**src/rtl/gpio_debounce_pkg.sv**
```systemverilog
package gpio_debounce_pkg;
  localparam int unsigned CFG_AW = 8;
  localparam int unsigned CFG_DW = 32;
  localparam logic [CFG_AW-1:0] ADDR_DBN_EN  = 8'h40;
  localparam logic [CFG_AW-1:0] ADDR_DBN_DIV = 8'h44;
endpackage

```
**src/rtl/dbn_regs.sv**
```systemverilog
module dbn_regs
  import gpio_debounce_pkg::*;
#(
  parameter int unsigned NUM_PINS = 8,
  parameter int unsigned DIV_W    = 24
) (
  input  logic                clk_i,
  input  logic                rst_ni,
  input  logic                we_i,
  input  logic [CFG_AW-1:0]   addr_i,
  input  logic [CFG_DW-1:0]   wdata_i,
  output logic [CFG_DW-1:0]   rdata_o,
  output logic [NUM_PINS-1:0] en_o,
  output logic [DIV_W-1:0]    div_o,
  output logic                load_o,
  output logic [DIV_W-1:0]    load_val_o
);
  logic [NUM_PINS-1:0] en_q;
  logic [DIV_W-1:0]    div_q;
  logic                hit_en, hit_div;
  logic                unused_wdata;

  assign hit_en       = (addr_i == ADDR_DBN_EN);
  assign hit_div      = (addr_i == ADDR_DBN_DIV);
  assign unused_wdata = ^wdata_i;

  always_ff @(posedge clk_i or negedge rst_ni) begin
    if (!rst_ni) begin
      en_q  <= '0;
      div_q <= '0;
    end else if (we_i) begin
      if (hit_en)  en_q  <= wdata_i[NUM_PINS-1:0];
      if (hit_div) div_q <= wdata_i[DIV_W-1:0];
    end
  end

  always_comb begin
    rdata_o = '0;
    if (hit_en)       rdata_o[NUM_PINS-1:0] = en_q;
    else if (hit_div) rdata_o[DIV_W-1:0]    = div_q;
  end

  assign en_o       = en_q;
  assign div_o      = div_q;
  assign load_o     = we_i & hit_div;
  assign load_val_o = wdata_i[DIV_W-1:0];

  assert_ignore_other_R2: assert property (@(posedge clk_i) disable iff (!rst_ni)
    (we_i && !hit_en && !hit_div) |=> ($stable(en_q) && $stable(div_q)));
endmodule

```
**src/rtl/dbn_prescaler.sv**
```systemverilog
module dbn_prescaler #(
  parameter int unsigned DIV_W = 24
) (
  input  logic             clk_i,
  input  logic             rst_ni,
  input  logic [DIV_W-1:0] div_i,
  input  logic             load_i,
  input  logic [DIV_W-1:0] load_val_i,
  output logic             tick_o
);
  logic [DIV_W-1:0] cnt_q;

  // divisor 0 behaves as 1
  function automatic logic [DIV_W-1:0] reload_val(input logic [DIV_W-1:0] v);
    return (v <= DIV_W'(1)) ? '0 : v - DIV_W'(1);
  endfunction

  always_ff @(posedge clk_i or negedge rst_ni) begin
    if (!rst_ni)              cnt_q <= '0;
    else if (load_i)          cnt_q <= reload_val(load_val_i);
    else if (cnt_q == '0)     cnt_q <= reload_val(div_i);
    else                      cnt_q <= cnt_q - DIV_W'(1);
  end

  assign tick_o = (cnt_q == '0);

  assert_cnt_range_R3: assert property (@(posedge clk_i) disable iff (!rst_ni)
    cnt_q <= reload_val(div_i));
  assert_reload_quiet_R4: assert property (@(posedge clk_i) disable iff (!rst_ni)
    (load_i && load_val_i > DIV_W'(1)) |=> !tick_o);
endmodule

```
**src/rtl/dbn_pin_filter.sv**
```systemverilog
module dbn_pin_filter #(
  parameter int unsigned SYNC_STAGES = 2
) (
  input  logic clk_i,
  input  logic rst_ni,
  input  logic pin_i,
  input  logic en_i,
  input  logic tick_i,
  output logic pin_o
);
  logic [SYNC_STAGES-1:0] sync_q;
  logic                   sync_w;
  logic                   cand_q, out_q;

  always_ff @(posedge clk_i or negedge rst_ni) begin
    if (!rst_ni) sync_q <= '0;
    else         sync_q <= {sync_q[SYNC_STAGES-2:0], pin_i};
  end
  assign sync_w = sync_q[SYNC_STAGES-1];

  always_ff @(posedge clk_i or negedge rst_ni) begin
    if (!rst_ni) begin
      cand_q <= 1'b0;
      out_q  <= 1'b0;
    end else if (!en_i) begin
      // track input so enabling causes no step
      cand_q <= sync_w;
      out_q  <= sync_w;
    end else if (tick_i) begin
      cand_q <= sync_w;
      if (sync_w == cand_q) out_q <= sync_w;
    end
  end

  assign pin_o = en_i ? out_q : sync_w;

  assert_hold_no_tick_R5: assert property (@(posedge clk_i) disable iff (!rst_ni)
    (en_i && !tick_i) |=> $stable(out_q));
  assert_hold_disagree_R5: assert property (@(posedge clk_i) disable iff (!rst_ni)
    (en_i && tick_i && (sync_w != cand_q)) |=> $stable(out_q));
  assert_enable_seamless_R8: assert property (@(posedge clk_i) disable iff (!rst_ni)
    (en_i && !$past(en_i)) |-> (pin_o == $past(pin_o)));
endmodule

```
**src/rtl/gpio_debounce_top.sv**
```systemverilog
module gpio_debounce_top
  import gpio_debounce_pkg::*;
#(
  parameter int unsigned NUM_PINS    = 8,
  parameter int unsigned DIV_W       = 24,
  parameter int unsigned SYNC_STAGES = 2
) (
  input  logic                clk_i,
  input  logic                rst_ni,
  input  logic                cfg_we_i,
  input  logic [7:0]          cfg_addr_i,
  input  logic [31:0]         cfg_wdata_i,
  output logic [31:0]         cfg_rdata_o,
  input  logic [NUM_PINS-1:0] pin_i,
  output logic [NUM_PINS-1:0] pin_o,
  output logic                tick_o
);
  logic [NUM_PINS-1:0] en_w;
  logic [DIV_W-1:0]    div_w, load_val_w;
  logic                load_w, tick_w;

  dbn_regs #(.NUM_PINS(NUM_PINS), .DIV_W(DIV_W)) u_regs (
    .clk_i(clk_i), .rst_ni(rst_ni), .we_i(cfg_we_i), .addr_i(cfg_addr_i),
    .wdata_i(cfg_wdata_i), .rdata_o(cfg_rdata_o), .en_o(en_w), .div_o(div_w),
    .load_o(load_w), .load_val_o(load_val_w)
  );

  dbn_prescaler #(.DIV_W(DIV_W)) u_presc (
    .clk_i(clk_i), .rst_ni(rst_ni), .div_i(div_w), .load_i(load_w),
    .load_val_i(load_val_w), .tick_o(tick_w)
  );

  for (genvar g = 0; g < NUM_PINS; g++) begin : g_pin
    dbn_pin_filter #(.SYNC_STAGES(SYNC_STAGES)) u_filt (
      .clk_i(clk_i), .rst_ni(rst_ni), .pin_i(pin_i[g]), .en_i(en_w[g]),
      .tick_i(tick_w), .pin_o(pin_o[g])
    );
  end

  assign tick_o = tick_w;

  assert_reset_quiet_R1: assert property (@(posedge clk_i)
    !rst_ni |-> (pin_o == '0 && tick_o));
endmodule

```
**config.mk**
```make
export PLATFORM = sky130hd
export DESIGN_NAME = gpio_debounce_top
export DESIGN_NICKNAME = d
export VERILOG_FILES = /design/src/rtl/gpio_debounce_pkg.sv /design/src/rtl/dbn_regs.sv /design/src/rtl/dbn_prescaler.sv /design/src/rtl/dbn_pin_filter.sv /design/src/rtl/gpio_debounce_top.sv
export SDC_FILE = /design/constraint.sdc
export NUM_CORES = 1
export LEC_CHECK = 0
export ABC_AREA = 0
export BUFFER_PORTS_ARGS = -buffer_cell sky130_fd_sc_hd__buf_2
export CAP_MARGIN = 10
export CORE_MARGIN = 2
export CORE_UTILIZATION = 31
export CTS_CLUSTER_DIAMETER = 40
export CTS_CLUSTER_SIZE = 8
export DETAILED_ROUTE_END_ITERATION = 8
export PLACE_DENSITY_LB_ADDON = 0.12
export SETUP_SLACK_MARGIN = 0.5
export SLEW_MARGIN = 15
export SYNTH_ARGS = -nofsm -noshare
export SYNTH_HDL_FRONTEND = slang
export SYNTH_SLANG_ARGS = --single-unit
export TNS_END_PERCENT = 30
```
**constraint.sdc**
```tcl
create_clock -name clk_i -period 2.9 [get_ports clk_i]
set_input_delay 0.29 -clock clk_i [delete_from_list [all_inputs] [get_ports clk_i]]
set_output_delay 0.29 -clock clk_i [all_outputs]
set_load 0.01 [all_outputs]
```
# Word level (Yosys, flattened, before mapping)
# Index checks and enable logic that the tools add are counted.
[word_totals] ff_bits=88 latch_bits=0 ram_bits=0 romBits=0 output_inout_bits=41 mem_count=0
[classes] n_addsub=3 multipliers=0 div_mod_pow=0 magnitude_cmp=2 eq_ne=26 n_shift=0 muxes=55 n_bitwise=1 reduce_logical=11
[op_table] cell="24-bit two-way mux" count=5
[op_table] cell="24-bit by 1-bit subtractor with 24-bit output (second input constant)" count=3
[op_table] cell="24-bit by 1-bit less-or-equal comparator with 1-bit output (second input constant)" count=2
[op_table] cell="1-bit two-way mux" count=48
[op_table] cell="24-bit logical NOT" count=1
[op_table] cell="2-bit AND reduction" count=10
[op_table] cell="8-bit by 7-bit == test with 1-bit output (second input constant)" count=2
[op_table] cell="16-bit two-way mux" count=1
[op_table] cell="2-bit by 1-bit != test with 1-bit output (second input constant)" count=8
[op_table] cell="2-bit != test (second input constant)" count=8
[op_table] cell="1-bit == test" count=8
[op_table] cell="8-bit two-way mux" count=1
[op_table] cell="1-bit AND" count=1

# Logic depth before layout (Yosys ltp)
# Gate-level depths: netlist of run 1.
[logic_depth] word_depth=4 ltp_mapped=11 mapped_depth_nobuf=9

# Hierarchy
# A second synthesis of run 1 with hierarchy kept.
[hier_totals] cells_unflattened=572 hier_area_um2=5626.6
[by_module_without_submodules] mod="dbn_prescaler" instances=1 cells_per_inst=311 area_per_inst_um2=2555.0 seq_area_each_um2=600.6
[by_module_without_submodules] mod="dbn_regs" instances=1 cells_per_inst=141 area_per_inst_um2=1820.5 seq_area_each_um2=800.8
[by_module_without_submodules] mod="dbn_pin_filter" instances=8 cells_per_inst=15 area_per_inst_um2=156.4 seq_area_each_um2=100.1

# Least setup slack after synthesis of run 1
# No wires, ideal clock.
[synth_timing] kind="reg-to-reg" startpoint="reg u_presc.cnt_q[6]" endpoint="reg u_presc.cnt_q[22]" setup_ps=80 arrival_time_ps=2519 slack_ps=301 path_stages_with_launch=8 path_buffers=1 cell_sequence="dfrtp_1 -> or4_1 -> buf_2 -> or3_4 -> or3_4 -> or4b_1 -> a21o_1 -> o211ai_2"
[synth_between] elab_chain_cells=3 elab_cells_between_ends=4 classes_between="add/sub: 1; mux: 2; reduce/logical: 1"
[synth_lines] item="start, declared" line="dbn_prescaler.sv:11" source="logic [DIV_W-1:0] cnt_q;"
[synth_lines] item="start signal, assigned" line="dbn_prescaler.sv:20" source="else if (load_i) cnt_q <= reload_val(load_val_i);"
[synth_lines] item="start signal, assigned" line="dbn_prescaler.sv:21" source="else if (cnt_q == '0) cnt_q <= reload_val(div_i);"
[synth_lines] item="start signal, assigned" line="dbn_prescaler.sv:22" source="else cnt_q <= cnt_q - DIV_W'(1);"
[synth_lines] item="24-bit by 1-bit subtractor with 24-bit output or 24-bit logical NOT (tied branches)" line="dbn_prescaler.sv:22, dbn_prescaler.sv:21"
[synth_lines] item="24-bit two-way mux (*)" line="dbn_prescaler.sv:21"
[synth_lines] item="24-bit two-way mux (*)" line="dbn_prescaler.sv:20"
# Mark *: on every way between the ends. The rest lies on a longest branch, timed or not.
# A chain may end at the register's enable or synchronous reset.

# Worst setup path in the final report of run 1
[layout_timing] startpoint="reg u_presc.cnt_q[10]" endpoint="reg u_presc.cnt_q[22]"
# Same word-level chain as after synthesis.

==> results of run 1 <==
## how the worst max path moves through the flow
stage / to / slack (ns)
2_1_floorplan: u_presc.cnt_q[22] / 0.38
3_3_place_gp: u_presc.cnt_q[13] / 0.27
3_5_place_dp: u_presc.cnt_q[22] / 0.22
4_1_cts: u_presc.cnt_q[22] / 0.35
5_1_grt: u_presc.cnt_q[22] / 0.32
6_report: u_presc.cnt_q[22] / 0.35
## repair_timing
item	CTS	global route
hold buffers	1	0
gates cloned	0	0
setup buffers	5	1
gates resized for setup	6	7
setup endpoints to repair	24	13
hold endpoints to repair	39	0
pin swaps	3	1
## registers in the layout, summed over array words and instances (netlist names)
signal,count
g_pin.u_filt.cand_q,8
g_pin.u_filt.out_q,8
g_pin.u_filt.sync_q,16
u_presc.cnt_q,24
u_regs.div_o,24
u_regs.en_o,8
## cell usage after synthesis, types with 2 or more instances
master	count	area share (%)
nand4_1	4	0.48
ha_1	6	1.4
mux2i_1	2	0.38
buf_4	16	2.3
a21o_1	5	0.71
nor4b_1	2	0.33
a22o_1	8	1.3
clkbuf_1	26	1.9
nor3_1	18	1.7
or3b_2	2	0.33
nand2_1	138	9.9
nor4_1	24	2.9
o31ai_1	5	0.71
and3_1	4	0.48
buf_2	2	0.19
or3_4	2	0.43
nor2b_1	3	0.36
o22ai_1	11	1.3
nand3_1	11	1.0
a21oi_1	27	2.6
o211ai_1	10	1.4
xnor2_1	29	4.8
nor2_1	30	2.1
or3_1	3	0.36
a22oi_1	2	0.29
nand2b_1	3	0.36
or3_2	2	0.29
and2_1	17	2.0
and4_1	3	0.50
inv_1	21	1.5
a31o_2	2	0.33
or4_1	10	1.4
mux2_2	6	1.3
xor2_1	20	3.3
dfrtp_1	88	42
nand3b_1	2	0.29
o21ai_0	49	4.7
## cell type report
| type | instances | area, sq um | share of cell area (%) |
|---|---|---|---|
| multi-input cells | 481 | 2820 | 44.9 |
| repair buffers | 106 | 613 | 9.75 |
| inverters | 21 | 78.8 | 1.25 |
| clock buffers | 11 | 233 | 3.70 |
| well taps | 220 | 275 | 4.38 |
| clock inverters | 5 | 65.1 | 1.03 |
| flip-flops and latches | 88 | 2200 | 35.0 |
## power breakdown
part / internal (mW) / total (mW) / switching, mW
Combinational: 0.320 / 0.663 / 0.343
Clock: 0.679 / 1.20 / 0.519
Sequential: 1.37 / 1.52 / 0.147
## metal layers
layer / routed length, microns / track usage (%)
met3: 593 / 2.31
met1: 7720 / 25.9
met5: 0 / 0
met4: 200 / 5.56
met2: 7450 / 29.4
## stage by stage
| step | instance area (sq um) | cells | util [%] |
|---|---|---|---|
| after floorplan | 5280 | 635 | - |
| after global placement | 5880 | 909 | 35.5 |
| after detailed placement | 5880 | 909 | 35.5 |
| after CTS | 6250 | 931 | 37.7 |
| after global routing | 6290 | 932 | 37.9 |
| final | 6290 | 932 | 37.9 |
## logic make-up after synthesis
| logic type | after synthesis |
|---|---|
| AND/OR/NAND/NOR | 283 |
| AO/OA/AOI/OAI | 127 |
| flip-flops | 88 |
| buffers and inverters | 66 |
| XOR/XNOR | 49 |
| multiplexers | 8 |
| adder cells (fa/ha/maj) | 6 |
| other | 1 |
==> impl_metrics.toml, run 1 <==
[run_status]
status = "finished, final reports clean"

[detailed_routing]
route.detailed.drc = 0
antenna_left = 0
detail_route.first_pass.iterations = 4
drt-total-wl_microns = 16000
drt-vias-per-instance = 5.08
routedWlPerCell_microns = 17.1
drtIter0Drc = 286
vias = 4736

[sta]
finalClockSkew_ns = 0.00599
finalCriticalPeriod_ns = 2.55
setup_ws_ns = 0.348
timing.final.crit_share_pct = 88.0
hold_viol = 0
relSlewSlack_pct = 44.7
tightest_slew_ns = 0.826
rsz0062_at_grt = "true"
max_freq_ghz = 0.392
setup_tns_ns = 0
slew_violations = 0
hold_ws_ns = 0.0437
setup_viol = 0

[min_path]
min_to = "g_pin[4].u_filt.sync_q[0]"
whs_path_depth = 1
holdCritStartpoint = "pin_i[4]"
min_path_type = "in2reg"

[yosys]
synth_flop_cell = "dfrtp_1"
syn_area_sq_um = 5260
synth_edf_count = 0
ys_warn_count = 0
synthAdderAreaFrac_pct = 1.43
ys_ff_latch = 88
synth_xor_area_share_pct = 8.17
yosysSeqAreaShare_pct = 41.9
async_flop_share_pct = 100
synth_cells = 628
yosysUniqueCellTypes = 52
synth-compound-area-share_pct = 14.8
synth_top_family_by_area = "simple AND/OR/NAND/NOR gates"
synthMuxAreaShare_pct = 1.67
yosys.area_share.simple_pct = 26.1
syn_avg_cell_area_sq_um = 8.37

[finish]
final_common_cell = "nand2_1"
diodes = 0
final_cell_mix = "137 x nand2_1, 88 x dfrtp_1, 74 x buf_2"
area_delta_synth_final_pct = 19.7
nFillCells = 1747
drive_gt1_share_pct = 20.6
nets = 764

[clock_tree]
cts_tree = "built"
clockRootBuffer = "clkbuf_16"
cts_sinks = 88
clock_latency_ns = 0.35
htree_levels = 3
cts_buffers = 9
clock_path_buffers = 2
clkSlewWorstSetupHoldPaths_ns = 0.07

[power]
leakagePower_nw = 2.87
irDropWorstVdd_uv = 222
power.total_mw = 3.38
pwr_density_cell_nw_per_um2 = 537

[global_routing]
grt_start_max_net_pins = 42
grtUsageTotal_pct = 18.3
antenna_found_initial = 0
grt_pass1_vias = 4642
grt_first_pass_wirelength_microns = 25500
overflow = 0

[setup_path]
worstSetupEndpointType = "register"
worstPathBufferInverterCount = 0
r2r_cells = 6
crit_path_max_fanout = 5
critPathKind = "reg2reg"
reg2reg_to = "u_presc.cnt_q[22]"
cp-start-kind = "register"
crit_family = "simple AND/OR/NAND/NOR gates"
path_depth = 6
slowest_stage = "or4_4"
crit_start = "u_presc.cnt_q[10]"
r2r-start = "u_presc.cnt_q[10]"
rrSetupSlack_ns = 0.35
required_ns = 3.17
arrival_ns = 2.82
critical_path.cell_chain = "or4_4, or3_4, or3_4, or4b_4, a21o_1, o211ai_2"
slowest_delay_ns = 0.56
cpMostUsedCell = "or3_4"

[floorplanning]
fp.dieH_microns = 134
die-area_sq_um = 18000
initial_core_util_pct = 31.7
core.rowCount = 47
coreArea_sq_um = 16600
fp.dieW_microns = 134
num_io_pins = 92

[placement]
place_congestion = 0.868
place_ws_ns = 0.219
hpwl_microns = 12200
buffer_ports.inserted = 75

[run]
drv_cap = 0
(Power assumes the default switching activity.)
==> run 2, diff against run 1 <==
- clock period: 2.9 -> 2.06 ns (I/O delays scaled with it)
==> run 2 against run 1 <==
Effect of this change: the flow now finishes with violations (negative setup slack); final cell count increased by 13%; non-clock buffer count rose by 125; routed wire length increased by 12%; core utilization grew 9.4 points.
==> impl_metrics.toml, run 2 (synthesis gave the netlist of run 1 again) <==
[detailed_routing]
antenna_left = 0
drt-total-wl_microns = 17900
route.detailed.drc = 0
drt-vias-per-instance = 4.97
vias = 5255
drtIter0Drc = 300
routedWlPerCell_microns = 16.9
detail_route.first_pass.iterations = 5

[clock_tree]
clockRootBuffer = "clkbuf_16"
htree_levels = 3
cts_sinks = 88
clock_latency_ns = 0.36
cts_buffers = 9
clkSlewWorstSetupHoldPaths_ns = 0.07
clock_path_buffers = 2
cts_tree = "built"

[finish]
area_delta_synth_final_pct = 49.4
multi_input_area_sq_um = 3170
diodes = 0
nets = 889
final_common_cell = "nand2_1"
seq_area_sq_um = 2200
nFillCells = 1664
fin_cells = 1057
final_cell_mix = "130 x nand2_1, 129 x buf_4, 88 x dfrtp_1"
drive_gt1_share_pct = 39.4

[run_status]
violations = "negative setup slack"
status = "complete, but fails checks"

[setup_path]
reg2reg_to = "u_presc.cnt_q[22]"
cp-start-kind = "register"
rrSetupSlack_ns = -0.42
worstSetupEndpointType = "register"
required_ns = 2.35
slowest_stage = "or4_4"
critPathKind = "reg2reg"
critical_path.cell_chain = "or4_4, or3_4, or3_4, or4b_4, a21o_1, o211ai_2"
crit_family = "simple AND/OR/NAND/NOR gates"
crit_path_max_fanout = 2
worstPathBufferInverterCount = 0
r2r_cells = 6
cpMostUsedCell = "or3_4"
arrival_ns = 2.77
crit_end = "u_presc.cnt_q[22]"
path_depth = 6
slowest_delay_ns = 0.55
r2r-start = "u_presc.cnt_q[8]"
crit_start = "u_presc.cnt_q[8]"

[floorplanning]
core.rowCount = 47
fp.dieW_microns = 134
num_io_pins = 92
fp.dieH_microns = 134
die-area_sq_um = 18000
initial_core_util_pct = 31.7
coreArea_sq_um = 16600

[sta]
relSlewSlack_pct = 61.1
finalClockSkew_ns = 0.00755
timing.final.crit_share_pct = 121
setup_viol = 39
hold_viol = 0
finalCriticalPeriod_ns = 2.48
rsz0062_at_grt = "true"
slew_violations = 0
max_freq_ghz = 0.403
tightest_slew_ns = 0.584
setup_ws_ns = -0.424
setup_tns_ns = -7.17

[placement]
place_congestion = 0.824
buffer_ports.inserted = 75
place_ws_ns = -0.410
hpwl_microns = 13500
placed_cells = 1014

[min_path]
min_path_type = "in2reg"

[global_routing]
grt_pass1_vias = 5211
overflow = 0
grt_start_max_net_pins = 43
grt_first_pass_wirelength_microns = 27800
grtUsageTotal_pct = 20.1
antenna_found_initial = 0

[power]
leakagePower_nw = 3.64
pwr_density_cell_nw_per_um2 = 682
irDropWorstVdd_uv = 401

[run]
drv_cap = 0
==> run 2: tightest hold or removal path: cells and delay by family <==
kind | cells | cell delay, ns
and+or+nand+nor | 2 | 0.12
buffers and inverters | 1 | 0.11
==> run 2: area by class of cell <==
type	instances	area share, %
well taps	220	3.51
inverters	21	1.04
clock inverters	5	0.813
flip-flops and latches	88	28.1
clock buffers	11	3.22
repair buffers	231	23.0
multi-input cells	481	40.4
==> run 2: routing by layer <==
metal  GRT usage (%)  up-vias  routed length (microns)
met5               0        -                        0
met4            5.79        0                      308
met3            3.55       21                      635
met2            32.9       93                     8530
met1            27.5     2579                     8430
li1                -     2562                        -
==> run 2: stage by stage <==
stage | power [mW] | cell area (sq um) | util [%] | hold WS [ns]
floorplan | 2.69 | 5290 | - | -0.0896
global placement | 3.29 | 6690 | 40.3 | 0.241
detailed placement | 3.32 | 6690 | 40.3 | 0.244
CTS | 5.25 | 7550 | 45.5 | 0.106
global route | 5.62 | 7850 | 47.3 | 0.119
finish | 5.35 | 7850 | 47.3 | 0.113
==> run 2: worst min path at each step <==
stage	start	to	slack, ns	cells past startpoint
2_1_floorplan	rst_ni	g_pin[0].u_filt.cand_q	-0.09	0
3_3_place_gp	rst_ni	g_pin[5].u_filt.sync_q[0]	0.24	1
3_5_place_dp	rst_ni	g_pin[5].u_filt.sync_q[0]	0.24	1
4_1_cts	cfg_wdata_i[13]	u_regs.div_o[13]	0.11	3
5_1_grt	cfg_wdata_i[20]	u_regs.div_o[20]	0.12	3
6_report	cfg_wdata_i[13]	u_regs.div_o[13]	0.11	3
==> run 2: timing repair <==
action | CTS | global route
gates resized for setup | 94 | 64
hold buffers | 9 | 0
pin swaps | 38 | 47
endpoints found under the hold margin | 48 | 0
endpoints found under the setup margin | 65 | 65
setup buffers | 8 | 10
==> run 2: power by group <==
group	switching, mW	total (mW)	internal [mW]
Sequential	0.163	2.09	1.93
Combinational	0.704	1.50	0.798
Clock	0.744	1.76	1.01
Total	1.61	5.35	3.74
